<file path="src/rtl/sconv_pkg.sv">
package sconv_pkg;

    localparam int SAMPLE_W  = 16;
    localparam int COEF_W    = 16;
    localparam int PROD_W    = SAMPLE_W + COEF_W;
    localparam int ACC_W     = 36;
    localparam int NUM_BANKS = 2;
    localparam int BANK_W    = 1;

    typedef logic signed [SAMPLE_W-1:0] sample_t;
    typedef logic signed [COEF_W-1:0]   coef_t;
    typedef logic signed [PROD_W-1:0]   prod_t;
    typedef logic signed [ACC_W-1:0]    acc_t;

    // sample token moving along the slow path
    typedef struct packed {
        logic              vld;
        logic [BANK_W-1:0] bank;
        sample_t           smp;
    } xtok_t;

    // partial-sum token moving along the fast path
    typedef struct packed {
        logic vld;
        acc_t acc;
    } ytok_t;

    // slot of (bank, tap) in the serial weight chain, tap counted from 1
    function automatic int coef_slot(input int bank, input int tap, input int taps);
        return bank * taps + tap - 1;
    endfunction

    function automatic acc_t widen(input prod_t p);
        return {{(ACC_W-PROD_W){p[PROD_W-1]}}, p};
    endfunction

endpackage

</file>
<file path="src/rtl/sconv_coef_chain.sv">
module sconv_coef_chain
    import sconv_pkg::*;
#(
    parameter int TAPS = 3
) (
    input  logic  clk,
    input  logic  rst,
    input  logic  ld_en,
    input  logic  ld_block,
    input  coef_t ld_data,
    output coef_t [NUM_BANKS*TAPS-1:0] slots
);
    localparam int SLOTS = NUM_BANKS * TAPS;

    coef_t [SLOTS-1:0] slots_q;
    logic              take;

    assign take  = ld_en && !ld_block;
    assign slots = slots_q;

    always_ff @(posedge clk) begin
        if (rst) begin
            slots_q <= '0;
        end else if (take) begin
            for (int j = 0; j < SLOTS-1; j++) begin
                slots_q[j] <= slots_q[j+1];
            end
            slots_q[SLOTS-1] <= ld_data;
        end
    end

    // an accepted word lands in the newest slot, older words move down
    p_load_shift_r6: assert property (@(posedge clk) disable iff (rst)
        (ld_en && !ld_block) |=> (slots[SLOTS-1] == $past(ld_data)) && (slots[0] == $past(slots[1])));

    // a strobe while busy leaves every weight untouched
    p_load_blocked_r7: assert property (@(posedge clk) disable iff (rst)
        (ld_en && ld_block) |=> $stable(slots));

endmodule

</file>
<file path="src/rtl/sconv_cell.sv">
module sconv_cell
    import sconv_pkg::*;
(
    input  logic                    clk,
    input  logic                    rst,
    input  coef_t [NUM_BANKS-1:0]   coefs,
    input  xtok_t                   x_in,
    output xtok_t                   x_out,
    input  ytok_t                   y_in,
    output ytok_t                   y_out,
    output logic                    busy
);
    xtok_t xs_a, xs_b;
    prod_t prod_q, prod_d;
    logic  prod_vld_q;
    ytok_t y_q;

    // multiply stage operand: weight from the bank the sample carries
    always_comb begin
        prod_d = prod_t'(coefs[x_in.bank]) * prod_t'(x_in.smp);
    end

    always_ff @(posedge clk) begin
        if (rst) begin
            xs_a       <= '0;
            xs_b       <= '0;
            prod_q     <= '0;
            prod_vld_q <= 1'b0;
            y_q        <= '0;
        end else begin
            xs_a       <= x_in;
            xs_b       <= xs_a;
            prod_vld_q <= x_in.vld;
            prod_q     <= x_in.vld ? prod_d : '0;
            y_q.vld    <= y_in.vld && prod_vld_q;
            y_q.acc    <= y_in.acc + widen(prod_q);
        end
    end

    assign x_out = xs_b;
    assign y_out = y_q;
    assign busy  = xs_a.vld || xs_b.vld || prod_vld_q || y_q.vld;

    // a sample leaves the cell unchanged two edges after entering it
    p_sample_travel_r2: assert property (@(posedge clk) disable iff (rst)
        x_out.vld |-> ($past(x_in.vld, 2) && (x_out == $past(x_in, 2))));

    // a valid partial sum needs a valid sample at this cell two edges before
    p_sum_needs_sample_r4: assert property (@(posedge clk) disable iff (rst)
        y_out.vld |-> $past(x_in.vld, 2));

endmodule

</file>
<file path="src/rtl/sconv_array.sv">
module sconv_array
    import sconv_pkg::*;
#(
    parameter int TAPS = 3
) (
    input  logic                clk,
    input  logic                rst,
    input  logic                in_valid,
    input  logic [SAMPLE_W-1:0] in_sample,
    input  logic                in_bank,
    input  logic                wload_en,
    input  logic [COEF_W-1:0]   wload_data,
    output logic                out_valid,
    output logic [ACC_W-1:0]    out_data
);
    localparam int SLOTS = NUM_BANKS * TAPS;

    xtok_t            xt [TAPS+1];
    ytok_t            yt [TAPS+1];
    logic [TAPS-1:0]  cell_busy;
    coef_t [SLOTS-1:0] slots;
    logic             ld_block;
    logic             unused_tail;

    assign xt[0].vld  = in_valid;
    assign xt[0].bank = in_bank;
    assign xt[0].smp  = sample_t'(in_sample);
    assign yt[0].vld  = 1'b1;
    assign yt[0].acc  = '0;

    assign ld_block = in_valid || (|cell_busy);

    sconv_coef_chain #(.TAPS(TAPS)) coef_i (
        .clk      (clk),
        .rst      (rst),
        .ld_en    (wload_en),
        .ld_block (ld_block),
        .ld_data  (coef_t'(wload_data)),
        .slots    (slots)
    );

    // cell c holds tap TAPS-c: partial sums outrun samples, so the order is reversed
    for (genvar c = 0; c < TAPS; c++) begin : g_cell
        coef_t [NUM_BANKS-1:0] cell_coefs;
        for (genvar b = 0; b < NUM_BANKS; b++) begin : g_bank
            assign cell_coefs[b] = slots[coef_slot(b, TAPS - c, TAPS)];
        end
        sconv_cell cell_i (
            .clk   (clk),
            .rst   (rst),
            .coefs (cell_coefs),
            .x_in  (xt[c]),
            .x_out (xt[c+1]),
            .y_in  (yt[c]),
            .y_out (yt[c+1]),
            .busy  (cell_busy[c])
        );
    end

    assign unused_tail = ^xt[TAPS];
    assign out_valid   = yt[TAPS].vld;
    assign out_data    = yt[TAPS].acc;

    // reset clears the output on the following cycle
    p_reset_quiet_r1: assert property (@(posedge clk)
        rst |=> (!out_valid && (out_data == '0)));

    // while samples are in flight the weights cannot move
    p_weights_frozen_r7: assert property (@(posedge clk) disable iff (rst)
        (|cell_busy) |=> $stable(slots));

endmodule

</file>
<file path="config.mk">
export PLATFORM = sky130hd
export DESIGN_NAME = sconv_array
export DESIGN_NICKNAME = d
export VERILOG_FILES = /design/src/rtl/sconv_pkg.sv /design/src/rtl/sconv_coef_chain.sv /design/src/rtl/sconv_cell.sv /design/src/rtl/sconv_array.sv
export SDC_FILE = /design/constraint.sdc
export NUM_CORES = 2
export LEC_CHECK = 0
export BUFFER_PORTS_ARGS = -buffer_cell sky130_fd_sc_hd__buf_4
export CORE_ASPECT_RATIO = 0.7
export CORE_UTILIZATION = 56
export DETAILED_ROUTE_END_ITERATION = 10
export GPL_TIMING_DRIVEN = 0
export PLACE_DENSITY_LB_ADDON = 0.3
export SLEW_MARGIN = 20
export SYNTH_ARGS = -nofsm -noshare
export SYNTH_HDL_FRONTEND = slang
export SYNTH_SLANG_ARGS = --single-unit
</file>
<file path="constraint.sdc">
create_clock -name clk -period 7.96 [get_ports clk]
set_input_delay 1.592 -clock clk [delete_from_list [all_inputs] [get_ports clk]]
set_output_delay 1.592 -clock clk [all_outputs]
set_load 0.005 [all_outputs]
</file>
==> impl_metrics.py <==
metrics = {
    "floorplan": {
        "fp-row-count": 84,
        "die_h_um": 234,
        "io_pins": 74,
        "dieArea_um2": 77900,
        "die_w_um": 333,
        "start_util": 0.569,
        "fp.coreArea_um2": 75600,
    },
    "power_and_ir_drop": {
        "comb_power_share": 0.206,
        "power_frac_clock": 0.356,
        "seqPwrFrac": 0.439,
        "vdd_drop_max_mv": 0.140,
        "switchingPower_uw": 1360,
        "power_density_nw_per_um2": 96.8,
        "switching_share": 0.305,
        "p_int_uw": 3100,
        "cellLeakagePower_uw": 0.0226,
    },
    "sta": {
        "timing.hold.ws_ns": 0.435,
        "worst_slew_pin_slew_ns": 1.18,
        "fin_worst_skew_ns": 0.0190,
        "final.setup.tns_ns": 0,
        "slew_violations": 0,
        "slew_headroom": 0.215,
        "hold_viol": 0,
        "min_period_ns": 7.74,
        "max_freq_mhz": 129,
        "period_share": 0.972,
        "setup_viol": 0,
    },
    "cts": {
        "numCtsBuffers": 31,
        "cts.sinks": 369,
        "clockBufferDepth": 3,
        "htreeDepth": 1,
        "cts-root-buf": "clkbuf_16",
        "cts_tree": "done",
        "path_clk_slew_ns": 0.08,
        "insertion_delay_ns": 0.61,
    },
    "logic_synthesis": {
        "yosysSeqAreaShare": 0.172,
        "synth_top_area_share": 0.367,
        "synth_most_common_cell": "inv_1",
        "synth-edff-count": 0,
        "synth.ff_latch_count": 369,
        "syn_avg_cell_area_um2": 9.18,
        "synth_area_leaders": "fa_1 37%, dfxtp_1 17%, ha_1 9.0%",
        "synth_cell_types": 69,
        "synth_area_um2": 43000,
        "synth_common_cells": "886 x inv_1, 788 x fa_1, 621 x nand2_1, 369 x dfxtp_1, 342 x and2_1",
        "yosysTopAreaCell": "fa_1",
        "synth_cells": 4684,
        "async_reset_ff_frac": 0,
        "synth_warnings": 0,
        "synthFlopType": "dfxtp_1",
        "synth_nets": 5820,
    },
    "route": {
        "drt_iter0_drc": 2879,
        "drc_errors": 0,
        "firstDrtPassIters": 6,
        "via_count": 32200,
        "finalWirelength_um": 119000,
        "drtAntennaViolNets": 0,
        "via_per_inst": 5.56,
        "wire_per_inst_um": 20.6,
    },
    "global_route": {
        "grt_pass1_vias": 32400,
        "antenna_found_initial": 6,
        "grt_pass1_wl_um": 188000,
        "grt_max_degree": 18,
        "grt_overflow": 0,
        "grt_usage": 0.317,
    },
    "final_layout": {
        "nFillCells": 6466,
        "drive_above_1_share": 0.0525,
        "finalNetCount": 5908,
        "areaGrowthSynthToFinish_pct": 7.07,
        "finalNonFillerCells": 5786,
    },
    "worst_setup_path": {
        "path_class": "input pin to flop",
        "crit_arrival_ns": 8.20,
        "crit_path_start_kind": "input pin",
        "path_max_fanout": 10,
        "critical_path_required_ns": 8.42,
        "cp-end-kind": "flop",
    },
    "placed_design": {
        "place.gp.congestion": 0.992,
        "dp_hpwl_um": 102000,
        "port_buffers": 71,
        "place_inst": 5744,
    },
    "status": {
        "status": "complete, no violations",
    },
    "worst_hold_path": {
        "hold_path.class": "flop to flop",
    },
    "run": {
        "maxCapViolations": 0,
    },
}
[worst max-delay path, stage by stage]
cell     delay [ns]
buf_6          0.16
buf_12         0.17
mux2_4         0.41
buf_4          0.24
nand2_1        0.10
fa_1           0.46
fa_1           0.46
fa_1           0.54
inv_1          0.05
fa_1           0.52
fa_1           0.50
inv_1          0.05
fa_1           0.48
inv_1          0.04
ha_1           0.34
a21o_1         0.22
a21oi_2        0.16
o21ai_0        0.12
a21oi_2        0.11
buf_4          0.17
a21oi_4        0.10
a221o_1        0.43
o41ai_4        0.44
xor2_2         0.25
nor2_1         0.06
[area by class of cell]
type                            instances  area, µm²  share of cell area
Antenna cell                            1       2.50           0.0000544
Buffer                                143        592              0.0129
Clock buffer                           39        836              0.0182
Clock inverter                         18        201             0.00438
Inverter                              887       3330              0.0723
Multi-Input combinational cell       3263      31900               0.692
Sequential cell                       369       7390               0.161
Tap cell                              989       1240              0.0269
Timing Repair Buffer                   77        591              0.0128
[sequential cells by signal, indices dropped and copies added, names as in the netlist]
name,count
g_cell.cell_i.xs_a,36
g_cell.cell_i.y_out,103
coef_i.slots,96
g_cell.cell_i.prod_vld_q,1
g_cell.cell_i.x_out,37
g_cell.cell_i.prod_q,96
[per-layer routing]
metal / routed length (µm) / vias up / track usage
li1: - / 14400 / -
met1: 52800 / 15900 / 0.476
met2: 46600 / 1606 / 0.436
met3: 16900 / 161 / 0.116
met4: 2790 / 2 / 0.0615
met5: 13 / - / 0
[power groups by stage]
stage | Sequential (µW) | Clock, µW | Combinational (µW)
CTS | 1950 | 1590 | 883
floorplan | 1970 | 0 | 603
detailed placement | 1990 | 0 | 876
global placement | 1990 | 0 | 857
global route | 1960 | 1670 | 1020
finish | 1960 | 1580 | 916
[kinds of logic (layout without fill, tap and decap cells)]
logic type,count (synthesis),count (layout),share of synthesized area
compound gates,481,481,0.0699
xor+xnor,127,127,0.0259
fa+ha+maj,1099,1099,0.457
buf+inv,1052,1164,0.0918
flops,369,369,0.172
mux,56,56,0.0146
other cells,0,1,0
simple gates,1500,1500,0.169
[path summary, 6_finish.rpt]
path	from	end	slack, ns	cells after the start
setup / recovery	in_bank	g_cell[0].cell_i.prod_q[29]$_SDFF_PP0_	0.22	25
hold / removal	g_cell[0].cell_i.prod_q[15]$_SDFF_PP0_	g_cell[0].cell_i.y_out[15]$_SDFF_PP0_	0.43	1
setup reg to reg	g_cell[0].cell_i.x_out[16]$_SDFF_PP0_	g_cell[1].cell_i.prod_q[28]$_SDFF_PP0_	0.24	23
hold reg to reg	g_cell[0].cell_i.prod_q[15]$_SDFF_PP0_	g_cell[0].cell_i.y_out[15]$_SDFF_PP0_	0.43	1
[placed cells by master, fill, tap and decap left out, types with 10 or more instances in the layout]
cell | synthesis | routed
nand4_1 | 10 | 10
o21ai_0 | 66 | 66
nor2_1 | 215 | 215
buf_4 | 0 | 80
o211ai_1 | 11 | 11
o21a_1 | 22 | 22
nand3_1 | 18 | 17
inv_1 | 886 | 886
xnor2_1 | 77 | 76
a211oi_1 | 34 | 31
a21o_1 | 45 | 45
a21oi_1 | 203 | 199
mux2_2 | 51 | 44
or2_2 | 21 | 21
nand2b_1 | 27 | 27
dfxtp_1 | 369 | 367
clkbuf_16 | 0 | 31
fa_1 | 788 | 783
nand2_1 | 621 | 621
and2_1 | 342 | 342
a31oi_1 | 16 | 16
o21bai_1 | 18 | 18
xor2_1 | 50 | 48
nor3_1 | 44 | 41
ha_1 | 311 | 311
clkbuf_1 | 157 | 126
nor2b_1 | 157 | 157
and3_1 | 13 | 13
[stage by stage]
stage,worst slack (ns),instance area [µm²],total power [µW],utilization
finish,0.220,46000,4460,0.609
global route,-0.00761,46000,4640,0.609
CTS,0.0156,45900,4430,0.608
detailed placement,-1.54,44800,2870,0.593
global placement,-1.50,44800,2850,0.593
floorplan,0.0529,43000,2570,-
[timing repair]
action,4_1_cts,5_1_grt
setup endpoints to repair,32,23
hold buffers,0,0
buffers inserted,1,5
pin swaps,1,6
gates resized for setup,33,50
No activity file was read; power rests on OpenSTA's default activity.
